File: config.mk
export PLATFORM = sky130hd
export DESIGN_NAME = ccd_timing_gen
export DESIGN_NICKNAME = d
export VERILOG_FILES = /design/src/rtl/ccd_timing_pkg.sv /design/src/rtl/ccd_timing_ctrl.sv /design/src/rtl/ccd_timing_dp.sv /design/src/rtl/ccd_timing_gen.sv
export SDC_FILE = /design/constraint.sdc
export NUM_CORES = 1
export LEC_CHECK = 0
export ABC_AREA = 1
export BUFFER_PORTS_ARGS = -buffer_cell sky130_fd_sc_hd__buf_2
export CELL_PAD_IN_SITES_DETAIL_PLACEMENT = 0
export CELL_PAD_IN_SITES_GLOBAL_PLACEMENT = 2
export CORE_AREA = 2 2 133 135
export DETAILED_ROUTE_END_ITERATION = 10
export DIE_AREA = 0 0 135 137
export GPL_TIMING_DRIVEN = 1
export MAX_ROUTING_LAYER = met4
export PLACE_DENSITY = 0.88
export SLEW_MARGIN = 20
export SYNTH_ARGS = -nofsm -noshare
export SYNTH_HDL_FRONTEND = slang
export SYNTH_SLANG_ARGS = --single-unit
File: constraint.sdc
create_clock -name clk -period 4.7 [get_ports clk]
set_clock_uncertainty 0.15 [all_clocks]
set_input_delay 0.47 -clock clk [delete_from_list [all_inputs] [get_ports clk]]
set_output_delay 0.47 -clock clk [all_outputs]
set_load 0.005 [all_outputs]
File: src/rtl/ccd_timing_pkg.sv
package ccd_timing_pkg;
  localparam int POS_W  = 10;
  localparam int ADDR_W = 4;
  localparam int DATA_W = 8;
  localparam int HI_W   = POS_W - DATA_W;

  typedef struct packed {
    logic              modeVga;
    logic [2:0]        rateSel;
    logic [POS_W-1:0]  shutterLine;
    logic [POS_W-1:0]  obStart;
    logic [POS_W-1:0]  obStop;
    logic [POS_W-1:0]  dmStart;
    logic [POS_W-1:0]  dmStop;
  } timingCfg_t;

  typedef struct packed {
    logic lineWrap;
    logic frameWrap;
  } tbStrobe_t;

  localparam timingCfg_t CFG_RESET = '0;

  localparam logic [ADDR_W-1:0] A_CTRL   = ADDR_W'(0);
  localparam logic [ADDR_W-1:0] A_SHUT_L = ADDR_W'(1);
  localparam logic [ADDR_W-1:0] A_SHUT_H = ADDR_W'(2);
  localparam logic [ADDR_W-1:0] A_OBS_L  = ADDR_W'(3);
  localparam logic [ADDR_W-1:0] A_OBE_L  = ADDR_W'(4);
  localparam logic [ADDR_W-1:0] A_DMS_L  = ADDR_W'(5);
  localparam logic [ADDR_W-1:0] A_DME_L  = ADDR_W'(6);
  localparam logic [ADDR_W-1:0] A_CLP_H  = ADDR_W'(7);
endpackage

File: src/rtl/ccd_timing_ctrl.sv
module ccd_timing_ctrl
  import ccd_timing_pkg::*;
#(
  parameter int PAL_PIX_TOTAL  = 685,
  parameter int VGA_PIX_TOTAL  = 823,
  parameter int PAL_LINE_FRAME = 312,
  parameter int VGA_LINE_FRAME = 525
) (
  input  logic              clk,
  input  logic              rstN,
  input  logic              wrEn,
  input  logic [ADDR_W-1:0] wrAddr,
  input  logic [DATA_W-1:0] wrData,
  output logic [POS_W-1:0]  pixCnt,
  output logic [POS_W-1:0]  lineCnt,
  output timingCfg_t        cfgWork,
  output tbStrobe_t         strobe
);
  localparam logic [POS_W-1:0] PAL_PIX_LAST = POS_W'(PAL_PIX_TOTAL - 1);
  localparam logic [POS_W-1:0] VGA_PIX_LAST = POS_W'(VGA_PIX_TOTAL - 1);
  localparam logic [POS_W-1:0] PAL_FRM_LAST = POS_W'(PAL_LINE_FRAME - 1);
  localparam logic [POS_W-1:0] VGA_FRM_LAST = POS_W'(VGA_LINE_FRAME - 1);

  timingCfg_t       cfgShadow;
  logic [POS_W-1:0] pixLast;
  logic [POS_W-1:0] lineLast;

  // Line length follows the mode; frame length adds the rate stretch.
  always_comb begin
    pixLast  = cfgWork.modeVga ? VGA_PIX_LAST : PAL_PIX_LAST;
    lineLast = (cfgWork.modeVga ? VGA_FRM_LAST : PAL_FRM_LAST)
             + POS_W'(cfgWork.rateSel);
    strobe.lineWrap  = (pixCnt == pixLast);
    strobe.frameWrap = strobe.lineWrap && (lineCnt == lineLast);
  end

  // Shadow register bank, written from the byte port.
  always_ff @(posedge clk or negedge rstN) begin
    if (!rstN) begin
      cfgShadow <= CFG_RESET;
    end else if (wrEn) begin
      case (wrAddr)
        A_CTRL: begin
          cfgShadow.modeVga <= wrData[0];
          cfgShadow.rateSel <= wrData[3:1];
        end
        A_SHUT_L: cfgShadow.shutterLine[DATA_W-1:0]     <= wrData;
        A_SHUT_H: cfgShadow.shutterLine[POS_W-1:DATA_W] <= wrData[HI_W-1:0];
        A_OBS_L:  cfgShadow.obStart[DATA_W-1:0]         <= wrData;
        A_OBE_L:  cfgShadow.obStop[DATA_W-1:0]          <= wrData;
        A_DMS_L:  cfgShadow.dmStart[DATA_W-1:0]         <= wrData;
        A_DME_L:  cfgShadow.dmStop[DATA_W-1:0]          <= wrData;
        A_CLP_H: begin
          cfgShadow.obStart[POS_W-1:DATA_W] <= wrData[HI_W-1:0];
          cfgShadow.obStop[POS_W-1:DATA_W]  <= wrData[2*HI_W-1:HI_W];
          cfgShadow.dmStart[POS_W-1:DATA_W] <= wrData[3*HI_W-1:2*HI_W];
          cfgShadow.dmStop[POS_W-1:DATA_W]  <= wrData[4*HI_W-1:3*HI_W];
        end
        default: ;
      endcase
    end
  end

  // Time base plus the frame-boundary copy into the working set.
  always_ff @(posedge clk or negedge rstN) begin
    if (!rstN) begin
      pixCnt  <= '0;
      lineCnt <= '0;
      cfgWork <= CFG_RESET;
    end else if (strobe.lineWrap) begin
      pixCnt <= '0;
      if (strobe.frameWrap) begin
        lineCnt <= '0;
        cfgWork <= cfgShadow;
      end else begin
        lineCnt <= lineCnt + POS_W'(1);
      end
    end else begin
      pixCnt <= pixCnt + POS_W'(1);
    end
  end

  p_cfg_hold_r10: assert property (@(posedge clk) disable iff (!rstN)
    !strobe.frameWrap |=> $stable(cfgWork));

  p_line_bound_r3: assert property (@(posedge clk) disable iff (!rstN)
    lineCnt <= lineLast);

  p_pix_restart_r2: assert property (@(posedge clk) disable iff (!rstN)
    strobe.lineWrap |=> (pixCnt == '0));
endmodule

File: src/rtl/ccd_timing_dp.sv
module ccd_timing_dp
  import ccd_timing_pkg::*;
#(
  parameter int HD_LEN          = 16,
  parameter int PAL_PIX_ACT     = 512,
  parameter int VGA_PIX_ACT     = 640,
  parameter int PAL_LINE_ACT    = 288,
  parameter int VGA_LINE_ACT    = 480,
  parameter int PAL_LINE_SENSOR = 292,
  parameter int VGA_LINE_SENSOR = 486
) (
  input  logic             clk,
  input  logic             rstN,
  input  logic [POS_W-1:0] pixCnt,
  input  logic [POS_W-1:0] lineCnt,
  input  tbStrobe_t        strobe,
  input  logic             modeVga,
  input  logic [POS_W-1:0] shutterLine,
  input  logic [POS_W-1:0] obStart,
  input  logic [POS_W-1:0] obStop,
  input  logic [POS_W-1:0] dmStart,
  input  logic [POS_W-1:0] dmStop,
  output logic             hd,
  output logic             vd,
  output logic             obClamp,
  output logic             dmClamp,
  output logic             shutter,
  output logic             pixActive,
  output logic             lineActive,
  output logic             sensorLine
);
  localparam logic [POS_W-1:0] HD_END      = POS_W'(HD_LEN);
  localparam logic [POS_W-1:0] PAL_PIX_END = POS_W'(PAL_PIX_ACT);
  localparam logic [POS_W-1:0] VGA_PIX_END = POS_W'(VGA_PIX_ACT);
  localparam logic [POS_W-1:0] PAL_ACT_END = POS_W'(PAL_LINE_ACT);
  localparam logic [POS_W-1:0] VGA_ACT_END = POS_W'(VGA_LINE_ACT);
  localparam logic [POS_W-1:0] PAL_SEN_END = POS_W'(PAL_LINE_SENSOR);
  localparam logic [POS_W-1:0] VGA_SEN_END = POS_W'(VGA_LINE_SENSOR);

  logic [POS_W-1:0] actLineEnd;
  logic [POS_W-1:0] actLineLast;
  logic [POS_W-1:0] shutAt;

  always_comb begin
    actLineEnd  = modeVga ? VGA_ACT_END : PAL_ACT_END;
    actLineLast = actLineEnd - POS_W'(1);
    shutAt      = (shutterLine > actLineLast) ? actLineLast : shutterLine;

    hd         = (pixCnt < HD_END);
    vd         = (lineCnt == '0);
    pixActive  = (pixCnt < (modeVga ? VGA_PIX_END : PAL_PIX_END));
    lineActive = (lineCnt < actLineEnd);
    sensorLine = (lineCnt < (modeVga ? VGA_SEN_END : PAL_SEN_END));
    obClamp    = (pixCnt >= obStart) && (pixCnt < obStop);
    dmClamp    = (pixCnt >= dmStart) && (pixCnt < dmStop);
    shutter    = (lineCnt == shutAt);
  end

  p_wrap_hd_r2: assert property (@(posedge clk) disable iff (!rstN)
    strobe.lineWrap |=> hd);

  p_hd_in_width_r2: assert property (@(posedge clk) disable iff (!rstN)
    hd |-> pixActive);

  p_frame_vd_r3: assert property (@(posedge clk) disable iff (!rstN)
    strobe.frameWrap |=> vd);

  p_vd_one_line_r3: assert property (@(posedge clk) disable iff (!rstN)
    $fell(vd) |-> $rose(pixActive));

  p_active_in_sensor_r4: assert property (@(posedge clk) disable iff (!rstN)
    lineActive |-> sensorLine);

  p_shutter_active_r8: assert property (@(posedge clk) disable iff (!rstN)
    shutter |-> lineActive);
endmodule

File: src/rtl/ccd_timing_gen.sv
module ccd_timing_gen
  import ccd_timing_pkg::*;
#(
  parameter int HD_LEN          = 16,
  parameter int PAL_PIX_TOTAL   = 685,
  parameter int VGA_PIX_TOTAL   = 823,
  parameter int PAL_PIX_ACT     = 512,
  parameter int VGA_PIX_ACT     = 640,
  parameter int PAL_LINE_ACT    = 288,
  parameter int VGA_LINE_ACT    = 480,
  parameter int PAL_LINE_SENSOR = 292,
  parameter int VGA_LINE_SENSOR = 486,
  parameter int PAL_LINE_FRAME  = 312,
  parameter int VGA_LINE_FRAME  = 525
) (
  input  logic              clk,
  input  logic              rstN,
  input  logic              wrEn,
  input  logic [ADDR_W-1:0] wrAddr,
  input  logic [DATA_W-1:0] wrData,
  output logic              hd,
  output logic              vd,
  output logic              obClamp,
  output logic              dmClamp,
  output logic              shutter,
  output logic              pixActive,
  output logic              lineActive,
  output logic              sensorLine
);
  logic [POS_W-1:0] pixCnt;
  logic [POS_W-1:0] lineCnt;
  timingCfg_t       cfgWork;
  tbStrobe_t        strobe;

  ccd_timing_ctrl #(
    .PAL_PIX_TOTAL (PAL_PIX_TOTAL),
    .VGA_PIX_TOTAL (VGA_PIX_TOTAL),
    .PAL_LINE_FRAME(PAL_LINE_FRAME),
    .VGA_LINE_FRAME(VGA_LINE_FRAME)
  ) u_ctrl (
    .clk    (clk),
    .rstN   (rstN),
    .wrEn   (wrEn),
    .wrAddr (wrAddr),
    .wrData (wrData),
    .pixCnt (pixCnt),
    .lineCnt(lineCnt),
    .cfgWork(cfgWork),
    .strobe (strobe)
  );

  ccd_timing_dp #(
    .HD_LEN         (HD_LEN),
    .PAL_PIX_ACT    (PAL_PIX_ACT),
    .VGA_PIX_ACT    (VGA_PIX_ACT),
    .PAL_LINE_ACT   (PAL_LINE_ACT),
    .VGA_LINE_ACT   (VGA_LINE_ACT),
    .PAL_LINE_SENSOR(PAL_LINE_SENSOR),
    .VGA_LINE_SENSOR(VGA_LINE_SENSOR)
  ) u_dp (
    .clk        (clk),
    .rstN       (rstN),
    .pixCnt     (pixCnt),
    .lineCnt    (lineCnt),
    .strobe     (strobe),
    .modeVga    (cfgWork.modeVga),
    .shutterLine(cfgWork.shutterLine),
    .obStart    (cfgWork.obStart),
    .obStop     (cfgWork.obStop),
    .dmStart    (cfgWork.dmStart),
    .dmStop     (cfgWork.dmStop),
    .hd         (hd),
    .vd         (vd),
    .obClamp    (obClamp),
    .dmClamp    (dmClamp),
    .shutter    (shutter),
    .pixActive  (pixActive),
    .lineActive (lineActive),
    .sensorLine (sensorLine)
  );
endmodule

==> run summary <==
Power density over the cells - 351 nW/um2
Die area - 18500 um2
Share of cells above drive strength 1 - 11.1%
CTS Buf Count - 17
Setup Crit Path Kind - flip-flop to flip-flop
Final Cycle Share - 78.0%
Max_slew headroom - 40.6%
Worst Setup Start Kind - flip-flop
Post-route ant nets - 0
Clk buf depth - 2
Post-Route Setup TNS - 0 ns
Hold WS - 0.000864 ns
PnR Total Power - 2.72 mW
Setup crit end kind - flip-flop
Setup violators final - 0
Slew Viols, Final - 0
Avg WL per Cell - 14.2 um
Post-synthesis register bit count - 128
Slew @ Worst Pin - 0.891 ns
Antenna Cells - 0
Ys flop type - dfrtp_1
CTS root buffer - clkbuf_16
Synthesized area per cell - 8.30 um2
First-pass GRT wire length - 25900 um
Post-CTS Setup Inserts - 0
Clk_lat worst skew - 0.41 ns
Aggregate global-route resource usage - 18.8%
Max_cap viols - 0
Initial core utilization - 40.4%
Port Buf Inserts - 22
Post-synthesis instance total - 831
# rows - 48
Final wirelength - 15500 um
Fin. Hold Viols - 0
Worst R2R Setup Slack - 1.03 ns
Top Ports - 23
CTS tree - yes
Drc violations - 0
Syn_nets - 895
Routed vias - 5259
Initial antenna violation count - 0
Leak pwr - 3.80 nW
Critical path required time - 4.84 ns
Global placement routability congestion - 0.916
Vias per inst - 4.82
Vias in the first global route - 4980
Outcome - finished, final reports clean
Commonest non-fill, non-tap cells in the layout - 203 x nand2_1, 146 x inv_1, 128 x dfrtp_1
FMAX - 0.273 GHz
Hold_buf cts - 0
Most common cell after layout, fill and taps aside - nand2_1
Crit path arrival time - 3.81 ns
Post-Layout Inst Area - 7740 um2
Crit-path max FO - 66
P&R area growth vs syn - 12.2%
Cts repair resizes - 0
Post-synth EDFFs - 0
Hold crit path type - primary input to async pin
Die Span Y - 137 um
Total core area - 17100 um2
Area after DPL - 7170 um2
Nets - 916
Final critical-path required period - 3.67 ns
Fillers - 1734
GRT Residual Overflow - 0
Clock Sinks - 128
Register area share after synthesis - 46.4%
Synth async-reset ratio - 100%
Mapped Area - 6900 um2
RSZ-0062 raised after global routing - no
Post-synthesis cell type count - 33
Post-DP HPWL - 11200 um
Die width - 135 um
Synth warnings - 0
DRT iter0 DRCs - 349
Initial DRT Pass Iterations - 5
Largest net degree at the start of global routing - 70
H-tree depth - 4
VDD IR-drop max - 0.237 mV
Worst-path clk slew - 0.06 ns
power by group:
part / leakage [nW] / switching (mW) / total, mW / internal [mW]
Clock: 0.280 / 0.532 / 1.28 / 0.744
Combinational: 1.82 / 0.128 / 0.185 / 0.0567
Sequential: 1.71 / 0.0575 / 1.25 / 1.20
Total: 3.80 / 0.717 / 2.72 / 2.00
registers in the layout, summed over array words and instances, names as in the netlist:
| register | cells |
|---|---|
| u_ctrl.pixCnt | 10 |
| u_ctrl.cfgWork | 54 |
| u_ctrl.cfgShadow | 54 |
| u_ctrl.lineCnt | 10 |
cell usage after synthesis (10+ instances only):
| cell | count | area (um2) |
|---|---|---|
| nand2_1 | 203 | 762 |
| inv_1 | 146 | 548 |
| dfrtp_1 | 128 | 3200 |
| o21ai_0 | 72 | 360 |
| ha_1 | 48 | 601 |
| nor2_1 | 44 | 165 |
| nand3_1 | 30 | 150 |
| o21ai_2 | 30 | 263 |
| o21ai_1 | 22 | 110 |
| a21oi_1 | 20 | 100 |
| nand4_1 | 12 | 75.1 |
| buf_6 | 10 | 113 |
critical path: stages (launching register included):
cell      delay (ns)
dfrtp_1         0.58
inv_2           0.20
ha_1            0.25
fa_1            0.51
inv_1           0.05
nand2_1         0.07
nand3_1         0.08
a211oi_1        0.35
nand4_4         0.63
buf_12          0.44
nand2_1         0.11
o21ai_1         0.07
routing by layer:
layer | share of wire (%) | global-route usage [%] | vias up | wire length, um
li1 | - | - | 2705 | -
met1 | 53 | 27.0 | 2447 | 8200
met2 | 43 | 27.1 | 90 | 6700
met3 | 2.7 | 3.59 | 17 | 412
met4 | 1.2 | 5.50 | 0 | 181
met5 | 0 | - | - | 0
cell type report:
type	instances	area, um2	share of cell area, %
clock buffers	17	425	5.49
clock inverters	15	148	1.91
inverters	151	568	7.34
multi-input cells	529	2970	38.3
flip-flops and latches	128	3200	41.4
well taps	225	282	3.64
repair buffers	25	148	1.91
logic make-up (layout without fill, tap and decap cells):
family,Yosys count,in the layout,synth area share (%)
compound gates,156,156,13.4
simple gates,312,312,19.0
buf+inv,174,208,10.7
xor+xnor,12,12,1.52
fa+ha+maj,49,49,9.00
flops,128,128,46.4
final timing paths:
check,startpoint,to,cells after the start
worst max-delay path,u_ctrl.cfgWork[53]$_DFFE_PN0P_,u_ctrl.cfgWork[35]$_DFFE_PN0P_,11
worst min-delay path,rstN,u_ctrl.cfgWork[30]$_DFFE_PN0P_,1
worst max register to register,u_ctrl.cfgWork[53]$_DFFE_PN0P_,u_ctrl.cfgWork[35]$_DFFE_PN0P_,11
worst min register to register,u_ctrl.cfgShadow[27]$_DFFE_PN0P_,u_ctrl.cfgShadow[27]$_DFFE_PN0P_,2
max in group asynchronous,rstN,u_ctrl.cfgShadow[29]$_DFFE_PN0P_,2
min in group clk,wrData[4],u_ctrl.cfgShadow[14]$_DFFE_PN0P_,3
through the flow:
step | cells | utilization [%] | setup WS, ns
after global routing | 1090 | 45.4 | 0.727
after CTS | 1090 | 45.4 | 1.03
final | 1090 | 45.4 | 1.03
after floorplan | 831 | - | 2.24
after detailed placement | 1058 | 42.0 | 1.06
after global placement | 1058 | 42.0 | 1.19
(Power assumes the default switching activity.)
